--- src/rtl/ikes_pkg.sv ---
// Shared types for the inversionless key-equation iterator.
// Assumes: nothing beyond IEEE 1800-2017 packed structs.
package ikes_pkg;

    // Per-cycle commands fanned out from the control unit to every lane.
    typedef struct packed {
        logic load;   // copy initial vectors into the registers
        logic step;   // perform one iteration
        logic swap;   // current iteration takes the swap branch
    } ikes_ctl_t;

endpackage

--- src/rtl/gf_mult.sv ---
// Combinational GF(2^M) multiplier: schoolbook carry-less product followed
// by reduction from the top bit down by the primitive polynomial POLY.
// Assumes: M >= 3 and POLY holds M+1 bits with the x^M term set.
module gf_mult #(
    parameter int          M    = 3,
    parameter logic [M:0]  POLY = 4'b1011
) (
    input  logic [M-1:0] a,
    input  logic [M-1:0] b,
    output logic [M-1:0] p
);
    localparam int PW = 2*M - 1;

    logic [PW-1:0] prod;

    // Carry-less multiply then modular reduction.
    always_comb begin
        prod = '0;
        for (int i = 0; i < M; i++) begin
            if (b[i]) prod = prod ^ ({{(M-1){1'b0}}, a} << i);
        end
        for (int j = PW-1; j >= M; j--) begin
            if (prod[j]) prod = prod ^ ({{(PW-M-1){1'b0}}, POLY} << (j-M));
        end
    end

    assign p = prod[M-1:0];
endmodule

--- src/rtl/ikes_loc_lane.sv ---
// One locator pair: a locator vector and its auxiliary vector.
// Each step: lambda(i) <= gamma*lambda(i) ^ d0*b(i-1); the auxiliary either
// copies the old locator (swap) or moves up one degree with zero at the bottom.
// Assumes: load and step are never high together.
module ikes_loc_lane
    import ikes_pkg::*;
#(
    parameter int         M    = 3,
    parameter int         N    = 3,
    parameter logic [M:0] POLY = 4'b1011
) (
    input  logic           clk,
    input  logic           rst_n,
    input  ikes_ctl_t      ctl,
    input  logic [M-1:0]   gamma,
    input  logic [M-1:0]   d0,
    input  logic [N*M-1:0] init_a,
    input  logic [N*M-1:0] init_b,
    output logic [N*M-1:0] a_out
);
    logic [M-1:0] a_q   [N];
    logic [M-1:0] b_q   [N];
    logic [M-1:0] b_dn  [N];
    logic [M-1:0] ga    [N];
    logic [M-1:0] db    [N];

    for (genvar i = 0; i < N; i++) begin : g_coef
        if (i == 0) begin : g_low
            assign b_dn[i] = '0;
        end else begin : g_up
            assign b_dn[i] = b_q[i-1];
        end

        gf_mult #(.M(M), .POLY(POLY)) u_ga (.a(gamma), .b(a_q[i]),  .p(ga[i]));
        gf_mult #(.M(M), .POLY(POLY)) u_db (.a(d0),    .b(b_dn[i]), .p(db[i]));

        // Coefficient i of the locator and of its auxiliary.
        always_ff @(posedge clk) begin
            if (!rst_n) begin
                a_q[i] <= '0;
                b_q[i] <= '0;
            end else if (ctl.load) begin
                a_q[i] <= init_a[i*M +: M];
                b_q[i] <= init_b[i*M +: M];
            end else if (ctl.step) begin
                a_q[i] <= ga[i] ^ db[i];
                b_q[i] <= ctl.swap ? a_q[i] : b_dn[i];
            end
        end

        assign a_out[i*M +: M] = a_q[i];
    end
endmodule

--- src/rtl/ikes_disc_lane.sv ---
// One discrepancy pair: a discrepancy vector and its auxiliary vector.
// Each step: d(i) <= gamma*d(i+1) ^ d0*theta(i); on swap the auxiliary takes
// the old vector moved down one place, otherwise it holds.
// Assumes: load and step are never high together; d(N) is zero.
module ikes_disc_lane
    import ikes_pkg::*;
#(
    parameter int         M    = 3,
    parameter int         N    = 4,
    parameter logic [M:0] POLY = 4'b1011
) (
    input  logic           clk,
    input  logic           rst_n,
    input  ikes_ctl_t      ctl,
    input  logic [M-1:0]   gamma,
    input  logic [M-1:0]   d0,
    input  logic [N*M-1:0] init_v,
    output logic [N*M-1:0] d_out
);
    logic [M-1:0] d_q   [N];
    logic [M-1:0] t_q   [N];
    logic [M-1:0] d_nx  [N];
    logic [M-1:0] gd    [N];
    logic [M-1:0] dt    [N];

    for (genvar i = 0; i < N; i++) begin : g_coef
        if (i == N-1) begin : g_top
            assign d_nx[i] = '0;
        end else begin : g_mid
            assign d_nx[i] = d_q[i+1];
        end

        gf_mult #(.M(M), .POLY(POLY)) u_gd (.a(gamma), .b(d_nx[i]), .p(gd[i]));
        gf_mult #(.M(M), .POLY(POLY)) u_dt (.a(d0),    .b(t_q[i]),  .p(dt[i]));

        // Coefficient i of the discrepancy vector and of its auxiliary.
        always_ff @(posedge clk) begin
            if (!rst_n) begin
                d_q[i] <= '0;
                t_q[i] <= '0;
            end else if (ctl.load) begin
                d_q[i] <= init_v[i*M +: M];
                t_q[i] <= init_v[i*M +: M];
            end else if (ctl.step) begin
                d_q[i] <= gd[i] ^ dt[i];
                if (ctl.swap) t_q[i] <= d_nx[i];
            end
        end

        assign d_out[i*M +: M] = d_q[i];
    end
endmodule

--- src/rtl/ikes_ctrl.sv ---
// Run control: iteration counter, scalar gamma, signed counter k, swap
// decision and the done pulse.
// Assumes: start is ignored while a run is in progress; NITER >= 1.
module ikes_ctrl
    import ikes_pkg::*;
#(
    parameter int M     = 3,
    parameter int NITER = 2,
    parameter int KW    = 4
) (
    input  logic                 clk,
    input  logic                 rst_n,
    input  logic                 start,
    input  logic [M-1:0]         d0,
    output ikes_ctl_t            ctl,
    output logic [M-1:0]         gamma,
    output logic signed [KW-1:0] k_q,
    output logic                 busy,
    output logic                 done
);
    localparam int CW = $clog2(NITER + 1);
    localparam logic [CW-1:0] LAST = CW'(NITER - 1);
    localparam logic signed [KW-1:0] K_ONE = 1;

    logic [CW-1:0] cnt;

    // Decode the per-cycle commands.
    always_comb begin
        ctl.load = start && !busy;
        ctl.step = busy;
        ctl.swap = busy && (d0 != '0) && !k_q[KW-1];
    end

    // Sequence the run and update gamma and k.
    always_ff @(posedge clk) begin
        if (!rst_n) begin
            busy  <= 1'b0;
            done  <= 1'b0;
            cnt   <= '0;
            gamma <= '0;
            k_q   <= '0;
        end else begin
            done <= 1'b0;
            if (ctl.load) begin
                busy  <= 1'b1;
                cnt   <= '0;
                gamma <= M'(1);
                k_q   <= '0;
            end else if (busy) begin
                if (ctl.swap) begin
                    gamma <= d0;
                    k_q   <= -k_q - K_ONE;
                end else begin
                    k_q   <= k_q + K_ONE;
                end
                cnt <= cnt + CW'(1);
                if (cnt == LAST) begin
                    busy <= 1'b0;
                    done <= 1'b1;
                end
            end
        end
    end
endmodule

--- src/rtl/ikes_iter.sv ---
// Top of the inversionless key-equation iterator: one control unit, two
// locator lanes and two discrepancy lanes stepping in lockstep for 2*BETA
// cycles per run.
// Assumes: 2*BETA <= T2 so k stays inside its signed range.
module ikes_iter
    import ikes_pkg::*;
#(
    parameter int         M     = 3,
    parameter int         T2    = 4,
    parameter int         BETA  = 1,
    parameter logic [M:0] POLY  = 4'b1011
) (
    input  logic                 clk,
    input  logic                 rst_n,
    input  logic                 start,
    input  logic [(T2-1)*M-1:0]  phi_in,
    input  logic [T2*M-1:0]      psi_in,
    input  logic [T2*M-1:0]      syn_in,
    output logic [(T2-1)*M-1:0]  lam_out,
    output logic [(T2-1)*M-1:0]  lamt_out,
    output logic [T2*M-1:0]      dlt_out,
    output logic [T2*M-1:0]      dls_out,
    output logic                 done
);
    localparam int LN    = T2 - 1;
    localparam int NITER = 2 * BETA;
    localparam int KW    = $clog2(T2) + 2;
    localparam logic [LN*M-1:0] ONE_VEC = {{(LN*M-1){1'b0}}, 1'b1};

    ikes_ctl_t             ctl;
    logic [M-1:0]          gamma;
    logic [M-1:0]          d0;
    logic signed [KW-1:0]  k_cur;
    logic                  busy;
    logic                  swap_now;

    assign d0       = dlt_out[M-1:0];
    assign swap_now = ctl.swap;

    ikes_ctrl #(.M(M), .NITER(NITER), .KW(KW)) u_ctrl (
        .clk(clk), .rst_n(rst_n), .start(start), .d0(d0),
        .ctl(ctl), .gamma(gamma), .k_q(k_cur), .busy(busy), .done(done)
    );

    ikes_loc_lane #(.M(M), .N(LN), .POLY(POLY)) u_loc_main (
        .clk(clk), .rst_n(rst_n), .ctl(ctl), .gamma(gamma), .d0(d0),
        .init_a(phi_in), .init_b(phi_in), .a_out(lam_out)
    );

    ikes_loc_lane #(.M(M), .N(LN), .POLY(POLY)) u_loc_tilde (
        .clk(clk), .rst_n(rst_n), .ctl(ctl), .gamma(gamma), .d0(d0),
        .init_a(ONE_VEC), .init_b(ONE_VEC), .a_out(lamt_out)
    );

    ikes_disc_lane #(.M(M), .N(T2), .POLY(POLY)) u_disc_tilde (
        .clk(clk), .rst_n(rst_n), .ctl(ctl), .gamma(gamma), .d0(d0),
        .init_v(psi_in), .d_out(dlt_out)
    );

    ikes_disc_lane #(.M(M), .N(T2), .POLY(POLY)) u_disc_star (
        .clk(clk), .rst_n(rst_n), .ctl(ctl), .gamma(gamma), .d0(d0),
        .init_v(syn_in), .d_out(dls_out)
    );
endmodule

--- config.mk ---
export PLATFORM = sky130hd
export DESIGN_NAME = ikes_iter
export DESIGN_NICKNAME = d
export VERILOG_FILES = /design/src/rtl/ikes_pkg.sv /design/src/rtl/gf_mult.sv /design/src/rtl/ikes_loc_lane.sv /design/src/rtl/ikes_disc_lane.sv /design/src/rtl/ikes_ctrl.sv /design/src/rtl/ikes_iter.sv
export SDC_FILE = /design/constraint.sdc
export NUM_CORES = 1
export LEC_CHECK = 0
export ABC_CLOCK_PERIOD_IN_PS = 2200
export BUFFER_PORTS_ARGS = -buffer_cell sky130_fd_sc_hd__buf_2
export CAP_MARGIN = 20
export CORE_ASPECT_RATIO = 0.8
export CORE_MARGIN = 1.5
export CORE_UTILIZATION = 55
export DETAILED_ROUTE_END_ITERATION = 12
export PLACE_DENSITY = 0.78
export SLEW_MARGIN = 20
export SYNTH_ARGS = -nofsm -noshare
export SYNTH_HDL_FRONTEND = slang
export SYNTH_SLANG_ARGS = --single-unit
export TNS_END_PERCENT = 50
--- constraint.sdc ---
create_clock -name clk -period 2.2 [get_ports clk]
set_clock_uncertainty 0.1 [all_clocks]
set_input_delay 0.44 -clock clk [delete_from_list [all_inputs] [get_ports clk]]
set_output_delay 0.44 -clock clk [all_outputs]
set_load 0.01 [all_outputs]
## After elaboration in Yosys (flattened, before gate mapping)

Memory sizes are Yosys's and may differ from the RTL's.
Cells that the tools add are included.

| storage, ports and cells | value |
|---|---|
| bits in registers | 11 |
| memory bits (writable) | 84 |
| input port bits | 36 |
| output and inout port bits | 43 |
| word-level logic and storage cells | 398 |
| memories kept | 8 |

| cells by class | value |
|---|---|
| add/subtract/negate cells | 4 |
| equality and inequality tests | 1 |
| multiplexer cells | 203 |
| bitwise logic cells | 164 |
| reduce and logical (&&, ||, !) cells | 12 |

Memories:

| memory | depth | width | rd ports | clocked after memory_dff | wr ports | line | source |
|---|---|---|---|---|---|---|---|
| u_disc_star.d_q | 4 | 3 | 4 | 0 | 4 | ikes_disc_lane.sv:20 | `logic [M-1:0] d_q [N];` |
| u_disc_star.t_q | 4 | 3 | 4 | 0 | 4 | ikes_disc_lane.sv:21 | `logic [M-1:0] t_q [N];` |
| u_disc_tilde.d_q | 4 | 3 | 4 | 0 | 4 | ikes_disc_lane.sv:20 |  |
| u_disc_tilde.t_q | 4 | 3 | 4 | 0 | 4 | ikes_disc_lane.sv:21 |  |
| u_loc_main.a_q | 3 | 3 | 3 | 0 | 3 | ikes_loc_lane.sv:21 | `logic [M-1:0] a_q [N];` |
| u_loc_main.b_q | 3 | 3 | 2 | 0 | 3 | ikes_loc_lane.sv:22 | `logic [M-1:0] b_q [N];` |
| 2 more memories | - | - | - | - | - | - |  |

Operators by type and width:

| kind | number |
|---|---|
| 3-bit 2-to-1 mux | 110 |
| 5-bit 2-to-1 mux | 48 |
| 5-bit XOR | 24 |
| 2-bit NOT | 48 |
| 3-bit by 4-bit XOR with 4-bit output | 24 |
| 1-bit OR | 56 |
| 2-bit 2-to-1 mux | 24 |
| 3-bit XOR | 10 |
| 1-bit 2-to-1 mux | 20 |
| 4-bit by 2-bit adder with 4-bit output, second input constant | 1 |
| 4-bit 2-to-1 mux | 1 |
| 4-bit negator | 1 |
| 2-bit AND reduction | 2 |
| 2-bit nonzero test | 2 |
| 4-bit by 2-bit subtractor with 4-bit output, second input constant | 1 |
| 1-bit logical AND | 3 |
| 3-bit nonzero test | 1 |
| 3-bit OR reduction | 1 |
| 2-bit by 1-bit adder with 2-bit output, second input constant | 1 |
| 2-bit by 1-bit == test with 1-bit output, second input constant | 1 |
| 1-bit zero test | 2 |
| 1-bit NOT | 2 |
| 2-bit OR reduction | 1 |

## Longest topological paths before layout

Gate-level depths: netlist of run 1.
An unclocked memory read counts as a cell.

| depth | value |
|---|---|
| word-level depth | 12 |
| depth in mapped cells | 9 |
| gate-level depth less buffers | 5 |

## Cells and area by module

A second synthesis of run 1 with hierarchy kept.

| second synthesis, totals | value |
|---|---|
| cell total of the unflattened synthesis | 1174 |
| area total of the unflattened synthesis | 10242.3 um2 |

Modules (own cells, without submodules):

| module | instances | cells each | area an instance (um2) | sequential area each (um2) |
|---|---|---|---|---|
| gf_mult | 28 | 29 | 206.4 | 0.0 |
| ikes_disc_lane | 2 | 100 | 1201.2 | 720.7 |
| ikes_loc_lane | 2 | 52 | 775.7 | 450.4 |
| ikes_ctrl | 1 | 56 | 500.5 | 220.2 |
| ikes_iter | 1 | 2 | 7.5 | 0.0 |

## Worst setup path before layout of run 1

OpenSTA, ideal clock, no wires.

| path | value |
|---|---|
| path type | input-to-reg |
| start | input rst_n |
| end | memory u_disc_star.d_q[0][0], enable pin |
| setup time | 0.652 ns |
| arrival time | 1.558 ns |
| required time | 1.448 ns |
| setup slack | -0.110 ns |
| stages on the path | 2 |
| path buffers | 1 |
| path through | buf_2 -> nand3_1 |

RTL lines:

| item | line | source |
|---|---|---|
| start: declaration | ikes_iter.sv:14 | `input logic rst_n,` |
| end: declaration | ikes_disc_lane.sv:20 |  |

==> results of run 1 <==
placed cells by master (no fill, tap or decap), types with 12 or more instances in the layout:
master / synthesis / final
o21ai_0: 73 / 73
nand2_1: 205 / 205
nor2b_1: 20 / 20
buf_4: 2 / 39
mux2i_1: 26 / 26
a21o_1: 18 / 18
buf_12: 0 / 13
xnor2_1: 109 / 109
edfxtp_1: 78 / 78
buf_2: 44 / 78
nor3b_1: 15 / 15
a22oi_1: 16 / 16
xor2_1: 21 / 21
nor2_1: 32 / 32
nand2b_1: 38 / 38
nor3_1: 13 / 13
o21a_1: 15 / 15
nand3_1: 13 / 12
mux2_2: 15 / 15
a21oi_1: 26 / 26
state kept, by name, indices dropped and copies added, names as in the netlist:
name,flops
u_ctrl.gamma,3
u_loc_tilde.b_q,6
u_loc_main.b_q,6
u_ctrl.cnt,2
u_ctrl.busy,1
u_ctrl.done,1
u_loc_main.a_q,9
u_ctrl.k_q,4
u_disc_star.t_q,12
u_disc_tilde.t_q,12
u_disc_star.d_q,12
u_disc_tilde.d_q,12
u_loc_tilde.a_q,9
per-layer routing:
metal | track usage (%) | wire length, um | vias to the layer above
met1 | 39.7 | 9020 | 3355
met2 | 44.4 | 9480 | 303
met4 | 8.50 | 310 | 0
met3 | 4.53 | 1590 | 23
met5 | 0 | 0 | -
li1 | - | - | 3398
cell type report:
| class | count | area (um2) |
|---|---|---|
| multi-input cells | 764 | 4900 |
| fillers | 1149 | 4820 |
| flip-flops and latches | 89 | 2570 |
| repair buffers | 130 | 943 |
| clock buffers | 9 | 225 |
| well taps | 180 | 225 |
| clock inverters | 7 | 76.3 |
| inverters | 7 | 26.3 |
path summary, 6_finish.rpt:
path	to	cells past startpoint	start	slack (ps)
max	u_loc_main.a_q[1][1]$_DFFE_PP_	6	u_disc_tilde.d_q[0][2]$_DFFE_PP_	110
max reg2reg	u_loc_main.a_q[1][1]$_DFFE_PP_	6	u_disc_tilde.d_q[0][2]$_DFFE_PP_	110
min reg2reg	u_ctrl.cnt[1]$_SDFFE_PP0P_	2	u_ctrl.cnt[1]$_SDFFE_PP0P_	380
min	u_loc_main.b_q[0][2]$_DFFE_PP_	3	phi_in[2]	270
through the flow:
stage                     power (mW)  TNS, ps  instances
after floorplan                 3.77        0        946
after global placement          4.36        0       1170
after CTS                       5.99        0       1186
after detailed placement        4.40        0       1170
after global routing            6.30    -41.4       1186
final                           5.99        0       1186
cell families (layout without fill, tap and decap cells):
family / Yosys count / count (layout)
flip-flops: 89 / 89
multiplexers: 43 / 43
buffers and inverters: 93 / 153
adder cells (fa/ha/maj): 2 / 2
AND/OR/NAND/NOR: 373 / 373
XOR/XNOR: 135 / 135
AO/OA/AOI/OAI: 211 / 211
power breakdown:
group,switching [mW],internal (mW)
Combinational,0.994,0.940
Clock,0.696,0.891
Sequential,0.392,2.08
Total,2.08,3.91
critical path, cell delays in order, from the launching register on:
cell and delay, ps:
edfxtp_1 510, buf_12 220, o21a_1 190, a2111oi_1 390, a21o_1 150, nor2_1 40, a211o_1 250
==> flow_summary_export.csv, run 1 <==
group,metric,value,unit
status,status,"finished clean",
global_routing,grt.total_usage,28.1,%
clocking,cts_setup_buffers,0,
logic_synthesis,synth_edf_count,78,
critical_path,end_kind,"flip-flop",
clocking,cts_hold_buf,0,
clocking,ctsLongestPathBuffers,2,
logic_synthesis,ys_top_cells_by_count,"205 x nand2_1, 109 x xnor2_1, 78 x edfxtp_1, 73 x o21ai_0, 44 x buf_2",
place,post_dp_cell_area,0.00866,mm2
cells_and_area,diodes,0,
place,port_buffers,78,
critical_path,setup.worst_path.start_class,"flip-flop",
cells_and_area,drive_gt1_share,17.5,%
logic_synthesis,synth_compound_area_share,17.7,%
sta,period_share,95.2,%
sta,relSlewSlack,66.8,%
power,p_leak,3.41,nW
sta,period_minus_slack,2090,ps
sta,worst_slew_pin_slew,498,ps
cells_and_area,fin_util,65.0,%
place,dp_hpwl,13900,um
flow_run,cap_violations,0,
clocking,cts_root_buf,"clkbuf_16",
logic_synthesis,synthXorXnorAreaFrac,15.9,%
sta,fin_ws,106,ps
detailed_routing,remaining_drc_errors,0,
sta,hold_viol,0,
logic_synthesis,yosys.cell_types.count,57,
logic_synthesis,synthSimpleGateAreaFrac,22.1,%
global_routing,grt_pass1_vias,6460,
logic_synthesis,synth_area_leaders,"edfxtp_1 30%, xnor2_1 12%, nand2_1 9.7%",
clocking,cts_buffers,9,
floorplan,die_area,0.0151,mm2
logic_synthesis,yosysMostFrequentCell,"nand2_1",
cells_and_area,area_growth,13.6,%
floorplan,num_rows,38,
critical_path,critPathKind,"reg2reg",
logic_synthesis,synth_top_cell_by_area,"edfxtp_1",
hold_path,hold_path.class,"in2reg",
power,power.density,668,mW/mm2
cells_and_area,fin_area,0.00897,mm2
logic_synthesis,ys_seq_area_share,32.5,%
logic_synthesis,synth_cells,946,
logic_synthesis,synth.area.mux_share,6.01,%
critical_path,crit_arrival,2090,ps
logic_synthesis,ys_ff_latch,89,
place,pre_cts_ws,97.9,ps
detailed_routing,vias_per_cell,5.97,
logic_synthesis,synth-async-reset-ratio,0,%
detailed_routing,avgRoutedWirePerCell,17.2,um
global_routing,grt_pass1_wl,32900,um
clocking,cts_tree,"built",
detailed_routing,vias,7079,
logic_synthesis,postSynthNetCount,984,
detailed_routing,drtIter0Drc,800,
floorplan,core,0.0138,mm2
global_routing,grt.overflow.total,0,
power,peakVddDrop,0.000418,V
clocking,h-tree-depth,3,
clocking,post_cts_resized,0,
sta,whs,268,ps
critical_path,cp_data_required_time,2200,ps
critical_path,cp_max_fo,30,
logic_synthesis,synth_top_area_share,29.7,%
global_routing,antenna_found_initial,0,
clocking,clk_pin_slew,70,ps
clocking,clk_latency,350,ps
logic_synthesis,ys.warnings.count,0,
sta,drv_slew,0,
global_routing,grt_max_degree,35,
sta,setup_viol,0,
clocking,cts.sinks,89,
cells_and_area,fin_nets,1039,
logic_synthesis,synth_flop_cell,"edfxtp_1",
place,globalplace.congestion,0.879,
logic_synthesis,synthesis.area,0.00789,mm2
logic_synthesis,synth_top_family_by_area,"simple AND/OR/NAND/NOR gates",
detailed_routing,wirelength,20400,um
sta,clock.fmax,478,MHz
detailed_routing,ant_nets,0,
floorplan,dieWidth,137,um
logic_synthesis,syn_avg_cell_area,8.34,um2
logic_synthesis,synth_fa_ha_area_share,0.317,%
detailed_routing,dr.pass1.iters,7,
floorplan,initial_utilization,57.3,%
floorplan,die_y,110,um
floorplan,io_pins,79,
(Power assumes the default switching activity.)
==> run 2, diff against run 1 <==
ABC_AREA = 1   (was unset)
CORE_UTILIZATION = 54   (was 55)
PLACE_DENSITY = 0.77   (was 0.78)
==> run 2 against run 1 <==
Design area fell by 11%. Critical path depth rose by 2. Utilization fell by 0.73 points. First-iteration DRC count fell by 19%. Sequential power fell by 2%. Setup slack improved by 150 ps. Largest cell class unchanged. Clock power fell by 13%. Routed wire length fell by 13%.
==> flow_summary_export.csv, run 2 <==
group,metric,value,unit
place,port_buffers,78,
hold_path,holdCritStartpoint,"phi_in[7]",
power,clock_power_share,24.6,%
detailed_routing,remaining_drc_errors,0,
cells_and_area,fin_area,0.00797,mm2
power,finalPower,5.59,mW
global_routing,grt.overflow.total,0,
clocking,clk_pin_slew,60,ps
logic_synthesis,synth-async-reset-ratio,0,%
logic_synthesis,synth_edf_count,78,
cells_and_area,final_common_cell,"nand2_1",
global_routing,antenna_found_initial,0,
logic_synthesis,ys.warnings.count,0,
clocking,cts_root_buf,"clkbuf_16",
sta,worst_slew_pin_slew,472,ps
floorplan,initial_utilization,56.4,%
critical_path,cp_data_required_time,2190,ps
clocking,cts_hold_buf,0,
status,status,"finished clean",
clocking,clk_latency,340,ps
sta,relSlewSlack,68.5,%
global_routing,grt_pass1_vias,5972,
power,comb_power_share,32.2,%
logic_synthesis,synth_cells,989,
flow_run,cap_violations,0,
power,seqPwrFrac,43.2,%
sta,setup_viol,0,
detailed_routing,wirelength,17800,um
clocking,post_cts_resized,0,
floorplan,dieWidth,130,um
power,p_sw_share,36.1,%
detailed_routing,vias_per_cell,5.28,
floorplan,core,0.0124,mm2
sta,drv_slew,0,
critical_path,r2r_slack,250,ps
detailed_routing,vias,6554,
detailed_routing,dr.pass1.iters,6,
global_routing,grt_pass1_wl,29000,um
sta,period_minus_slack,1950,ps
sta,period_share,88.5,%
logic_synthesis,synth_flop_cell,"edfxtp_1",
logic_synthesis,ys_top_cells_by_count,"444 x nand2_1, 78 x edfxtp_1, 76 x inv_1, 58 x xnor2_1, 54 x xor2_1",
logic_synthesis,synth_top_cell_by_area,"edfxtp_1",
sta,fin_ws,253,ps
cells_and_area,most-common-layout-cells,"443 x nand2_1, 78 x buf_2, 78 x edfxtp_1",
logic_synthesis,synth_area_leaders,"edfxtp_1 34%, nand2_1 24%, xnor2_1 7.3%",
place,dp_hpwl,12600,um
critical_path,r2r-end,"u_disc_star.d_q[1][2]$_DFFE_PP_",
hold_path,hold_path.class,"in2reg",
floorplan,die_y,105,um
critical_path,setup.worst_path.start_class,"flip-flop",
logic_synthesis,postSynthNetCount,1027,
global_routing,grt_max_degree,43,
clocking,cts_setup_buffers,0,
clocking,cts_buffers,9,
clocking,cts.sinks,89,
critical_path,r2r_cells,8,
cells_and_area,drive_gt1_share,12.9,%
detailed_routing,ant_nets,0,
power,peakVddDrop,0.000382,V
clocking,ctsLongestPathBuffers,2,
critical_path,cp_max_fo,30,
critical_path,cp-endpoint,"u_disc_star.d_q[1][2]$_DFFE_PP_",
floorplan,die_area,0.0136,mm2
power,p_int,3.57,mW
place,post_dp_cell_area,0.00771,mm2
clocking,h-tree-depth,3,
cells_and_area,fin_nets,1105,
logic_synthesis,ys_ff_latch,89,
sta,whs,278,ps
place,globalplace.congestion,0.857,
logic_synthesis,yosys.cell_types.count,29,
floorplan,num_rows,36,
clocking,cts_tree,"built",
sta,clock.fmax,514,MHz
power,power.switching,2.01,mW
logic_synthesis,synth_top_area_share,33.5,%
power,power.density,701,mW/mm2
detailed_routing,drtIter0Drc,649,
critical_path,crit_start,"u_disc_tilde.d_q[0][2]$_DFFE_PP_",
sta,hold_viol,0,
detailed_routing,avgRoutedWirePerCell,14.3,um
logic_synthesis,yosysMostFrequentCell,"nand2_1",
global_routing,grt.total_usage,27.3,%
floorplan,io_pins,79,
sta,setup_tns,0,ps
cells_and_area,diodes,0,
power,p_leak,3.48,nW
place,pre_cts_ws,312,ps
sta,rsz0062_at_grt,"false",
logic_synthesis,ys_seq_area_share,36.7,%
logic_synthesis,synthesis.area,0.00699,mm2
critical_path,crit_arrival,1940,ps
critical_path,end_kind,"flip-flop",
cells_and_area,area_growth,14.0,%
critical_path,reg2reg_from,"u_disc_tilde.d_q[0][2]$_DFFE_PP_",
logic_synthesis,syn_avg_cell_area,7.06,um2
critical_path,critPathKind,"reg2reg",
run 2: cell count changes after synthesis, sizes merged, moves of 18 or more:
cell | previous run | this run
nand2 | 205 | 444
inv | 6 | 78
xnor2 | 109 | 64
nand2b | 38 | 0
xor2 | 21 | 55
nand3 | 13 | 43
o21ai | 75 | 45
mux2i | 28 | 0
clkbuf | 30 | 6
nor2 | 32 | 55
nand3b | 0 | 20
nor2b | 20 | 0
buf | 56 | 37
a21o | 18 | 0
run 2: worst min-delay path by stage:
stage,to,cells after the start
5_1_grt,u_loc_main.a_q[2][1]$_SDFFCE_PN0P_,3
2_1_floorplan,u_ctrl.k_q[2]$_SDFFE_PP0P_,1
6_report,u_loc_main.a_q[2][1]$_SDFFCE_PN0P_,3
4_1_cts,u_loc_main.a_q[2][1]$_SDFFCE_PN0P_,3
3_3_place_gp,u_ctrl.k_q[2]$_SDFFE_PP0P_,1
3_5_place_dp,u_ctrl.k_q[2]$_SDFFE_PP0P_,1
run 2: cells by family after synthesis:
| family | count (synthesis) | share of synthesized area, % |
|---|---|---|
| compound gates | 88 | 6.91 |
| buf+inv | 121 | 7.54 |
| xor+xnor | 119 | 15.7 |
| fa+ha+maj | 2 | 0.358 |
| flops | 89 | 36.7 |
| simple gates | 570 | 32.8 |
run 2: stage by stage:
step / util (%) / cells
2_1_floorplan: - / 989
3_3_place_gp: 62.3 / 1227
3_5_place_dp: 62.3 / 1227
4_1_cts: 64.3 / 1242
5_1_grt: 64.3 / 1242
6_report: 64.3 / 1242
run 2: worst max-delay path, cell delays in order, from the launching register on:
cell and delay [ps]:
edfxtp_1 430, buf_12 200, xor2_1 200, buf_4 190
nand2_1 80, xnor2_1 280, nand2_1 90, nand2_1 60
o22ai_1 60
run 2: per-layer routing:
layer / wire [um] / vias to the layer above / global-route usage [%]
li1: - / 3286 / -
met1: 8230 / 2975 / 39.2
met2: 7780 / 274 / 42.5
met3: 1530 / 19 / 4.71
met4: 226 / 0 / 7.30
met5: 0 / - / 0
run 2: area by class of cell:
type,count,area (um2)
tap,171,214
timing repair buffer,110,743
sequential,89,2560
clock buffer,11,233
fill,1095,4420
clock inverter,4,21.3
inverter,78,293
multi-input combinational,779,3900
run 2: power groups by stage:
stage	Clock (mW)	Combinational, mW	Sequential, mW
CTS	1.40	1.79	2.40
global placement	0	1.74	2.43
finish	1.38	1.80	2.41
floorplan	0	1.20	2.40
detailed placement	0	1.78	2.43
global route	1.46	2.02	2.44
